File: config.mk
export PLATFORM = sky130hd
export DESIGN_NAME = thread_ctx_mgr
export DESIGN_NICKNAME = d
export VERILOG_FILES = /design/src/rtl/tcm_pkg.sv /design/src/rtl/tcm_prio_scan.sv /design/src/rtl/tcm_pc_ram.sv /design/src/rtl/thread_ctx_mgr.sv
export SDC_FILE = /design/constraint.sdc
export NUM_CORES = 1
export LEC_CHECK = 0
export BUFFER_PORTS_ARGS = -buffer_cell sky130_fd_sc_hd__buf_2
export CAP_MARGIN = 20
export CORE_MARGIN = 8
export CORE_UTILIZATION = 50
export CTS_CLUSTER_SIZE = 28
export DETAILED_ROUTE_END_ITERATION = 7
export PLACE_DENSITY = 0.73
export SLEW_MARGIN = 10
export SYNTH_ARGS = -nofsm -noshare
export SYNTH_HDL_FRONTEND = slang
export SYNTH_SLANG_ARGS = --single-unit
export TNS_END_PERCENT = 1
File: constraint.sdc
create_clock -name clk -period 4.2 [get_ports clk]
set_input_delay 0.21 -clock clk [delete_from_list [all_inputs] [get_ports clk]]
set_output_delay 0.21 -clock clk [all_outputs]
set_load 0.05 [all_outputs]
File: src/rtl/tcm_pkg.sv
package tcm_pkg;
  localparam int MODE_W = 2;
  localparam int RUN_W  = 2;
  localparam int ASID_W = 8;
  localparam int EXC_W  = 3;

  typedef enum logic [1:0] {
    OP_FORK    = 2'd0,
    OP_YIELD   = 2'd1,
    OP_HALT    = 2'd2,
    OP_RESTORE = 2'd3
  } tcm_op_e;

  localparam logic [EXC_W-1:0] EXC_NONE   = 3'd0;
  localparam logic [EXC_W-1:0] EXC_NOFREE = 3'd1;
  localparam logic [EXC_W-1:0] EXC_YMASK  = 3'd2;
  localparam logic [EXC_W-1:0] EXC_YSCHED = 3'd4;

  typedef struct packed {
    logic              alloc;
    logic              act;
    logic              halt;
    logic              dirty;
    logic              tds;
    logic [RUN_W-1:0]  run;
    logic [MODE_W-1:0] mode;
    logic [ASID_W-1:0] asid;
  } ctx_stat_t;

  localparam int STAT_W = $bits(ctx_stat_t);
endpackage

File: src/rtl/tcm_prio_scan.sv
module tcm_prio_scan #(
  parameter int N  = 4,
  parameter int IW = 2
) (
  input  logic [N-1:0]  cand,
  output logic          found,
  output logic [IW-1:0] idx
);
  // lowest set index wins: walk downward so the last hit is the smallest
  always_comb begin
    found = 1'b0;
    idx   = '0;
    for (int i = N - 1; i >= 0; i--) begin
      if (cand[i]) begin
        found = 1'b1;
        idx   = IW'(i);
      end
    end
  end
endmodule

File: src/rtl/tcm_pc_ram.sv
module tcm_pc_ram #(
  parameter int DEPTH = 4,
  parameter int W     = 32,
  parameter int AW    = 2
) (
  input  logic          clk,
  input  logic          we,
  input  logic [AW-1:0] waddr,
  input  logic [W-1:0]  wdata,
  input  logic [AW-1:0] raddr,
  output logic [W-1:0]  rdata
);
  logic [W-1:0] mem [DEPTH];

  always_ff @(posedge clk) begin
    if (we) mem[waddr] <= wdata;
    rdata <= mem[raddr];
  end
endmodule

File: src/rtl/thread_ctx_mgr.sv
module thread_ctx_mgr
  import tcm_pkg::*;
#(
  parameter int NCTX   = 4,
  parameter int VPE_W  = 2,
  parameter int PC_W   = 32,
  parameter int DATA_W = 32,
  parameter int REG_W  = 5,
  localparam int IDX_W = (NCTX > 1) ? $clog2(NCTX) : 1
) (
  input  logic                  clk,
  input  logic                  rst,
  input  logic                  req_valid,
  input  logic [1:0]            req_op,
  input  logic [IDX_W-1:0]      req_ctx,
  input  logic [PC_W-1:0]       req_a,
  input  logic [DATA_W-1:0]     req_b,
  input  logic [REG_W-1:0]      req_rd,
  input  logic [DATA_W-1:0]     req_src,
  input  logic [DATA_W-1:0]     req_mask,
  input  logic [MODE_W-1:0]     req_mode,
  input  logic [ASID_W-1:0]     req_asid,
  input  logic [IDX_W-1:0]      cfg_max,
  input  logic                  cfg_ysi,
  input  logic [NCTX-1:0]       alloc_mask,
  input  logic [NCTX*VPE_W-1:0] ctx_vpe,
  input  logic [IDX_W-1:0]      peek_ctx,
  output logic                  done,
  output logic                  fault,
  output logic [EXC_W-1:0]      exc_code,
  output logic [DATA_W-1:0]     yield_res,
  output logic                  wr_en,
  output logic [IDX_W-1:0]      wr_ctx,
  output logic [REG_W-1:0]      wr_rd,
  output logic [DATA_W-1:0]     wr_data,
  output logic                  resume_en,
  output logic [PC_W-1:0]       resume_pc,
  output logic [NCTX-1:0]       ctx_active,
  output logic [NCTX-1:0]       ctx_halted,
  output logic [STAT_W-1:0]     peek_stat
);

  // ---------------- request capture (stage E0) ----------------
  logic              s_vld;
  tcm_op_e           s_op;
  logic [IDX_W-1:0]  s_ctx;
  logic [PC_W-1:0]   s_a;
  logic [DATA_W-1:0] s_b;
  logic [REG_W-1:0]  s_rd;
  logic [DATA_W-1:0] s_src;
  logic [DATA_W-1:0] s_mask;
  logic [MODE_W-1:0] s_mode;
  logic [ASID_W-1:0] s_asid;

  always_ff @(posedge clk) begin
    if (rst) s_vld <= 1'b0;
    else     s_vld <= req_valid;
    if (req_valid) begin
      s_op   <= tcm_op_e'(req_op);
      s_ctx  <= req_ctx;
      s_a    <= req_a;
      s_b    <= req_b;
      s_rd   <= req_rd;
      s_src  <= req_src;
      s_mask <= req_mask;
      s_mode <= req_mode;
      s_asid <= req_asid;
    end
  end

  // ---------------- context state ----------------
  ctx_stat_t st_q [NCTX];

  // ---------------- fork candidate scan ----------------
  logic [VPE_W-1:0] caller_vpe;
  logic [NCTX-1:0]  cand;
  logic             pick_found;
  logic [IDX_W-1:0] pick_idx;

  always_comb caller_vpe = ctx_vpe[int'(s_ctx)*VPE_W +: VPE_W];

  for (genvar g = 0; g < NCTX; g++) begin : g_cand
    assign cand[g] = (g <= int'(cfg_max))
                   && (ctx_vpe[g*VPE_W +: VPE_W] == caller_vpe)
                   && st_q[g].alloc && !st_q[g].halt && !st_q[g].act;
  end

  tcm_prio_scan #(.N(NCTX), .IW(IDX_W)) u_scan (
    .cand  (cand),
    .found (pick_found),
    .idx   (pick_idx)
  );

  // ---------------- execute decisions (stage E1) ----------------
  logic is_fork, is_yield, is_halt, is_rest;
  logic fork_ok, fork_bad, y_clear, y_mask_f, y_sched_f, halt_ok, rest_ok;
  ctx_stat_t caller;

  always_comb begin
    caller    = st_q[s_ctx];
    is_fork   = s_vld && (s_op == OP_FORK);
    is_yield  = s_vld && (s_op == OP_YIELD);
    is_halt   = s_vld && (s_op == OP_HALT);
    is_rest   = s_vld && (s_op == OP_RESTORE);
    fork_ok   = is_fork && pick_found;
    fork_bad  = is_fork && !pick_found;
    y_clear   = is_yield && (s_src == '0) && caller.alloc && !caller.halt && caller.act;
    y_mask_f  = is_yield && ($signed(s_src) > 0) && (s_mask == '0);
    y_sched_f = is_yield && ($signed(s_src) < 0) && ($signed(s_src) != -2)
              && cfg_ysi && caller.dirty;
    halt_ok   = is_halt && caller.act;
    rest_ok   = is_rest && !caller.act;
  end

  // ---------------- restart PC storage ----------------
  logic             ram_we;
  logic [IDX_W-1:0] ram_waddr;
  logic [PC_W-1:0]  ram_rdata;

  always_comb begin
    ram_we    = fork_ok || halt_ok;
    ram_waddr = fork_ok ? pick_idx : s_ctx;
  end

  tcm_pc_ram #(.DEPTH(NCTX), .W(PC_W), .AW(IDX_W)) u_pc_ram (
    .clk   (clk),
    .we    (ram_we),
    .waddr (ram_waddr),
    .wdata (s_a),
    .raddr (req_ctx),
    .rdata (ram_rdata)
  );

  // ---------------- per-context state update ----------------
  for (genvar g = 0; g < NCTX; g++) begin : g_ctx
    logic fork_me, self;
    assign fork_me = fork_ok && (pick_idx == IDX_W'(g));
    assign self    = (s_ctx == IDX_W'(g));

    always_ff @(posedge clk) begin
      if (rst) begin
        st_q[g]       <= '0;
        st_q[g].alloc <= 1'b1;
      end else begin
        st_q[g].alloc <= alloc_mask[g];
        if (fork_me) begin
          st_q[g].act   <= 1'b1;
          st_q[g].dirty <= 1'b1;
          st_q[g].tds   <= 1'b0;
          st_q[g].run   <= '0;
          st_q[g].mode  <= s_mode;
          st_q[g].asid  <= s_asid;
        end
        if (y_clear && self) st_q[g].act <= 1'b0;
        if (halt_ok && self) begin
          st_q[g].act  <= 1'b0;
          st_q[g].halt <= 1'b1;
        end
        if (rest_ok && self) begin
          st_q[g].act  <= 1'b1;
          st_q[g].halt <= 1'b0;
        end
      end
    end

    assign ctx_active[g] = st_q[g].act;
    assign ctx_halted[g] = st_q[g].halt;
  end

  // ---------------- registered result outputs ----------------
  always_ff @(posedge clk) begin
    if (rst) begin
      done      <= 1'b0;
      fault     <= 1'b0;
      exc_code  <= EXC_NONE;
      yield_res <= '0;
      wr_en     <= 1'b0;
      wr_ctx    <= '0;
      wr_rd     <= '0;
      wr_data   <= '0;
      resume_en <= 1'b0;
      resume_pc <= '0;
      peek_stat <= '0;
    end else begin
      done      <= s_vld;
      fault     <= fork_bad || y_mask_f || y_sched_f;
      exc_code  <= fork_bad  ? EXC_NOFREE :
                   y_mask_f  ? EXC_YMASK  :
                   y_sched_f ? EXC_YSCHED : EXC_NONE;
      yield_res <= is_yield ? (s_src & s_mask) : '0;
      wr_en     <= fork_ok;
      wr_ctx    <= fork_ok ? pick_idx : '0;
      wr_rd     <= fork_ok ? s_rd : '0;
      wr_data   <= fork_ok ? s_b : '0;
      resume_en <= rest_ok;
      resume_pc <= rest_ok ? ram_rdata : '0;
      peek_stat <= st_q[peek_ctx];
    end
  end

endmodule

==> results.toml <==
[power_and_ir_drop]
internal_power_w = 0.00800
powerDensity_nw_per_um2 = 473
seq_power_share = 0.539
peakVddDrop_uv = 412
leakage_nw = 8.54
p_switching_w = 0.00215
combinationalPowerShare = 0.055
pwr-share-clk = 0.406
switching_share = 0.212

[min_path]
hold_path_depth = 4
hp-class = "input pin to flip-flop"

[floorplanning]
ios = 302
fp.coreArea_um2 = 32500
fp.dieW_um = 198
initial_core_util = 0.507
dieArea_um2 = 39100
die_h_um = 198
rows = 66

[synthesis]
synthCells = 905
yosysMostFrequentCell = "edfxtp_1"
synth-seq-area-share = 0.792
synth_edf_count = 326
synth.distinct_cells = 56
synth_area_leader_cell = "edfxtp_1"
netlist.area_leader.share = 0.593
synthTopCellsByCount = "edfxtp_1, dfxtp_1, and2_1"
yosys_most_used_dff = "edfxtp_1"
syn_area_per_cell_um2 = 18.2
yosysWarnings = 0
ys_seq_elements = 490
netlist_area_um2 = 16500
yosys-top-cells-area = "edfxtp_1, dfxtp_1, mux4_2"
async_flop_share = 0

[route]
route.detailed.drc = 0
via_per_inst = 5.06
first_pass_iters = 4
routed_wl_um = 38900
ant_nets = 0
vias = 9409
wl_per_cell_um = 20.9
drtIter0Drc = 641

[run]
cap_violations = 0

[worst_setup_path]
critical_path_buf_inv_count = 1
cp_slowest_cell = "edfxtp_1"
critical_path_class = "flip-flop to flip-flop"
cpPeakStageDelay_ns = 0.62
cp_cell_sequence = "mux2i_1 > mux2i_1 > and4_1 > a22oi_2 > o22ai_2 > and2_2 > buf_4"
worstPathArrival_ns = 3.40
cp_num_cells = 7
end_kind = "flip-flop"
required_ns = 4.44
crit_top_cell = "mux2i_1"
start_kind = "flip-flop"
path_max_fanout = 15
critPathTopFamily = "simple AND/OR/NAND/NOR gates"
ff2ff_path_depth = 7

[sta]
tightest_slew_ns = 1.03
final-hold-violation-count = 0
fin_skew_ns = 0.0300
setup_violations = 0
rsz0062_at_grt = "false"
maxSlewHeadroom = 0.314
period_needed_ns = 3.16
fin_crit_sh = 0.753
slew_violations = 0
whs_ns = 0.0827
finalSetupTns_ns = 0
fmax_ghz = 0.316

[final_layout]
multi_input_area_um2 = 3190
area_growth_pct = 30.1
fillers = 2195
final_cells = 1858
final_net_count = 1539
drive_gt1_frac = 0.318
seqCellArea_um2 = 13100

[cts]
root_buffer = "clkbuf_16"
cts_setup_buffers = 0
insertion_delay_ns = 0.56
clock_sinks = 490
cts_made_buffers = 48
cts_tree = "yes"
clock_path_buffers = 3
htree_levels = 2
clkTransAtPathRegs_ns = 0.06

[placed_design]
io_buffers = 298
gp_congestion = 0.845
dp_cells = 1614
dp_hpwl_um = 24300

[grt]
grt_pass1_wl_um = 58200
grt_start_max_net_pins = 100
overflow = 0
antenna_found_initial = 7
grt_usage = 0.194
first_global_vias = 10100

[status]
outcome = "complete, no violations"
cells by family after synthesis:
family | count (synthesis) | synth area share
DFF | 490 | 0.792
and+or+nand+nor | 259 | 0.0979
muxes | 59 | 0.0730
buffers and inverters | 50 | 0.0160
AOI/OAI and AO/OA | 40 | 0.0177
xor gates and xnor gates | 6 | 0.00318
other | 1 | 0.000227
timing repair:
| action | in CTS | in global routing |
|---|---|---|
| gates resized for setup | 0 | 0 |
| hold buffers | 150 | 0 |
| endpoints found under the hold margin | 150 | 0 |
state kept, by name, indices dropped and copies added, names as in the netlist, 2 cells and up, named ones only:
register        cells
peek_stat          14
s_mask             32
s_ctx               2
s_b                32
yield_res          32
wr_ctx              2
exc_code            3
s_mode              2
wr_rd               5
u_pc_ram.rdata     32
st_q               56
s_op                2
s_src              32
wr_data            32
s_a                32
u_pc_ram.mem      128
resume_pc          32
s_rd                5
s_asid              8
power groups by stage:
stage	Sequential (W)	Clock, W	Combinational (W)
floorplan	0.00557	0	0.000208
global placement	0.00555	0	0.000435
detailed placement	0.00556	0	0.000442
CTS	0.00546	0.00418	0.000558
global route	0.00548	0.00438	0.000598
finish	0.00547	0.00412	0.000558
cell usage in the layout (no fill, tap or decap), drive strengths merged, types with 3 or more instances in the layout:
master	instances
nand2b	4
nor3b	5
conb	3
mux2i	10
edfxtp	326
o21ai	9
o21bai	8
or2	5
o22ai	3
inv	10
dlygate4sd3	150
nand4	14
and2	126
a21oi	8
mux4	48
buf	309
nor4	19
and3	37
nand2	11
dfxtp	164
nor3	3
clkinv	14
nor2	16
clkbuf	70
xnor2	4
nor2b	9
diode	4
through the flow:
stage | worst slack, ns | total power, W | instance area, um^2 | util
3_3_place_gp | 1.11 | 0.00599 | 18400 | 0.567
2_1_floorplan | 0.638 | 0.00578 | 16500 | -
5_1_grt | 0.823 | 0.0105 | 21500 | 0.660
6_report | 1.04 | 0.0101 | 21500 | 0.660
4_1_cts | 0.987 | 0.0102 | 21500 | 0.660
3_5_place_dp | 1.01 | 0.00600 | 18400 | 0.567
final cells by class:
class                      instances  share of cell area
multi-input combinational        367               0.149
clock inverter                    20             0.00839
timing repair buffer             459               0.144
inverter                           6             0.00105
sequential                       490               0.609
antenna                            4            0.000466
clock buffer                      70              0.0631
tap                              442              0.0257
per-layer routing:
metal | vias up | wire length (um) | track usage
li1 | 4328 | - | -
met1 | 4634 | 14800 | 0.231
met2 | 343 | 20000 | 0.339
met3 | 96 | 2660 | 0.0463
met4 | 8 | 1380 | 0.0772
met5 | - | 55 | 0
worst reg2reg max path: cells and delay by family (launching register included):
kind            cells  cell delay, ns
simple gates        2            0.90
flops               1            0.62
mux                 2            0.58
compound gates      2            0.46
buf+inv             1            0.29
path summary, 6_finish.rpt:
kind / from / to / slack [ns]
worst max-delay path: s_ctx[0]$_DFFE_PP_ / u_pc_ram.mem[0][11]$_DFFE_PP_ / 1.04
worst min-delay path: cfg_ysi / exc_code[2]$_SDFF_PP0_ / 0.08
worst max register to register: s_ctx[0]$_DFFE_PP_ / u_pc_ram.mem[0][11]$_DFFE_PP_ / 1.04
worst min register to register: s_b[12]$_DFFE_PP_ / wr_data[12]$_SDFF_PP0_ / 0.42
Note: power is estimated with default switching activity, not from simulation.
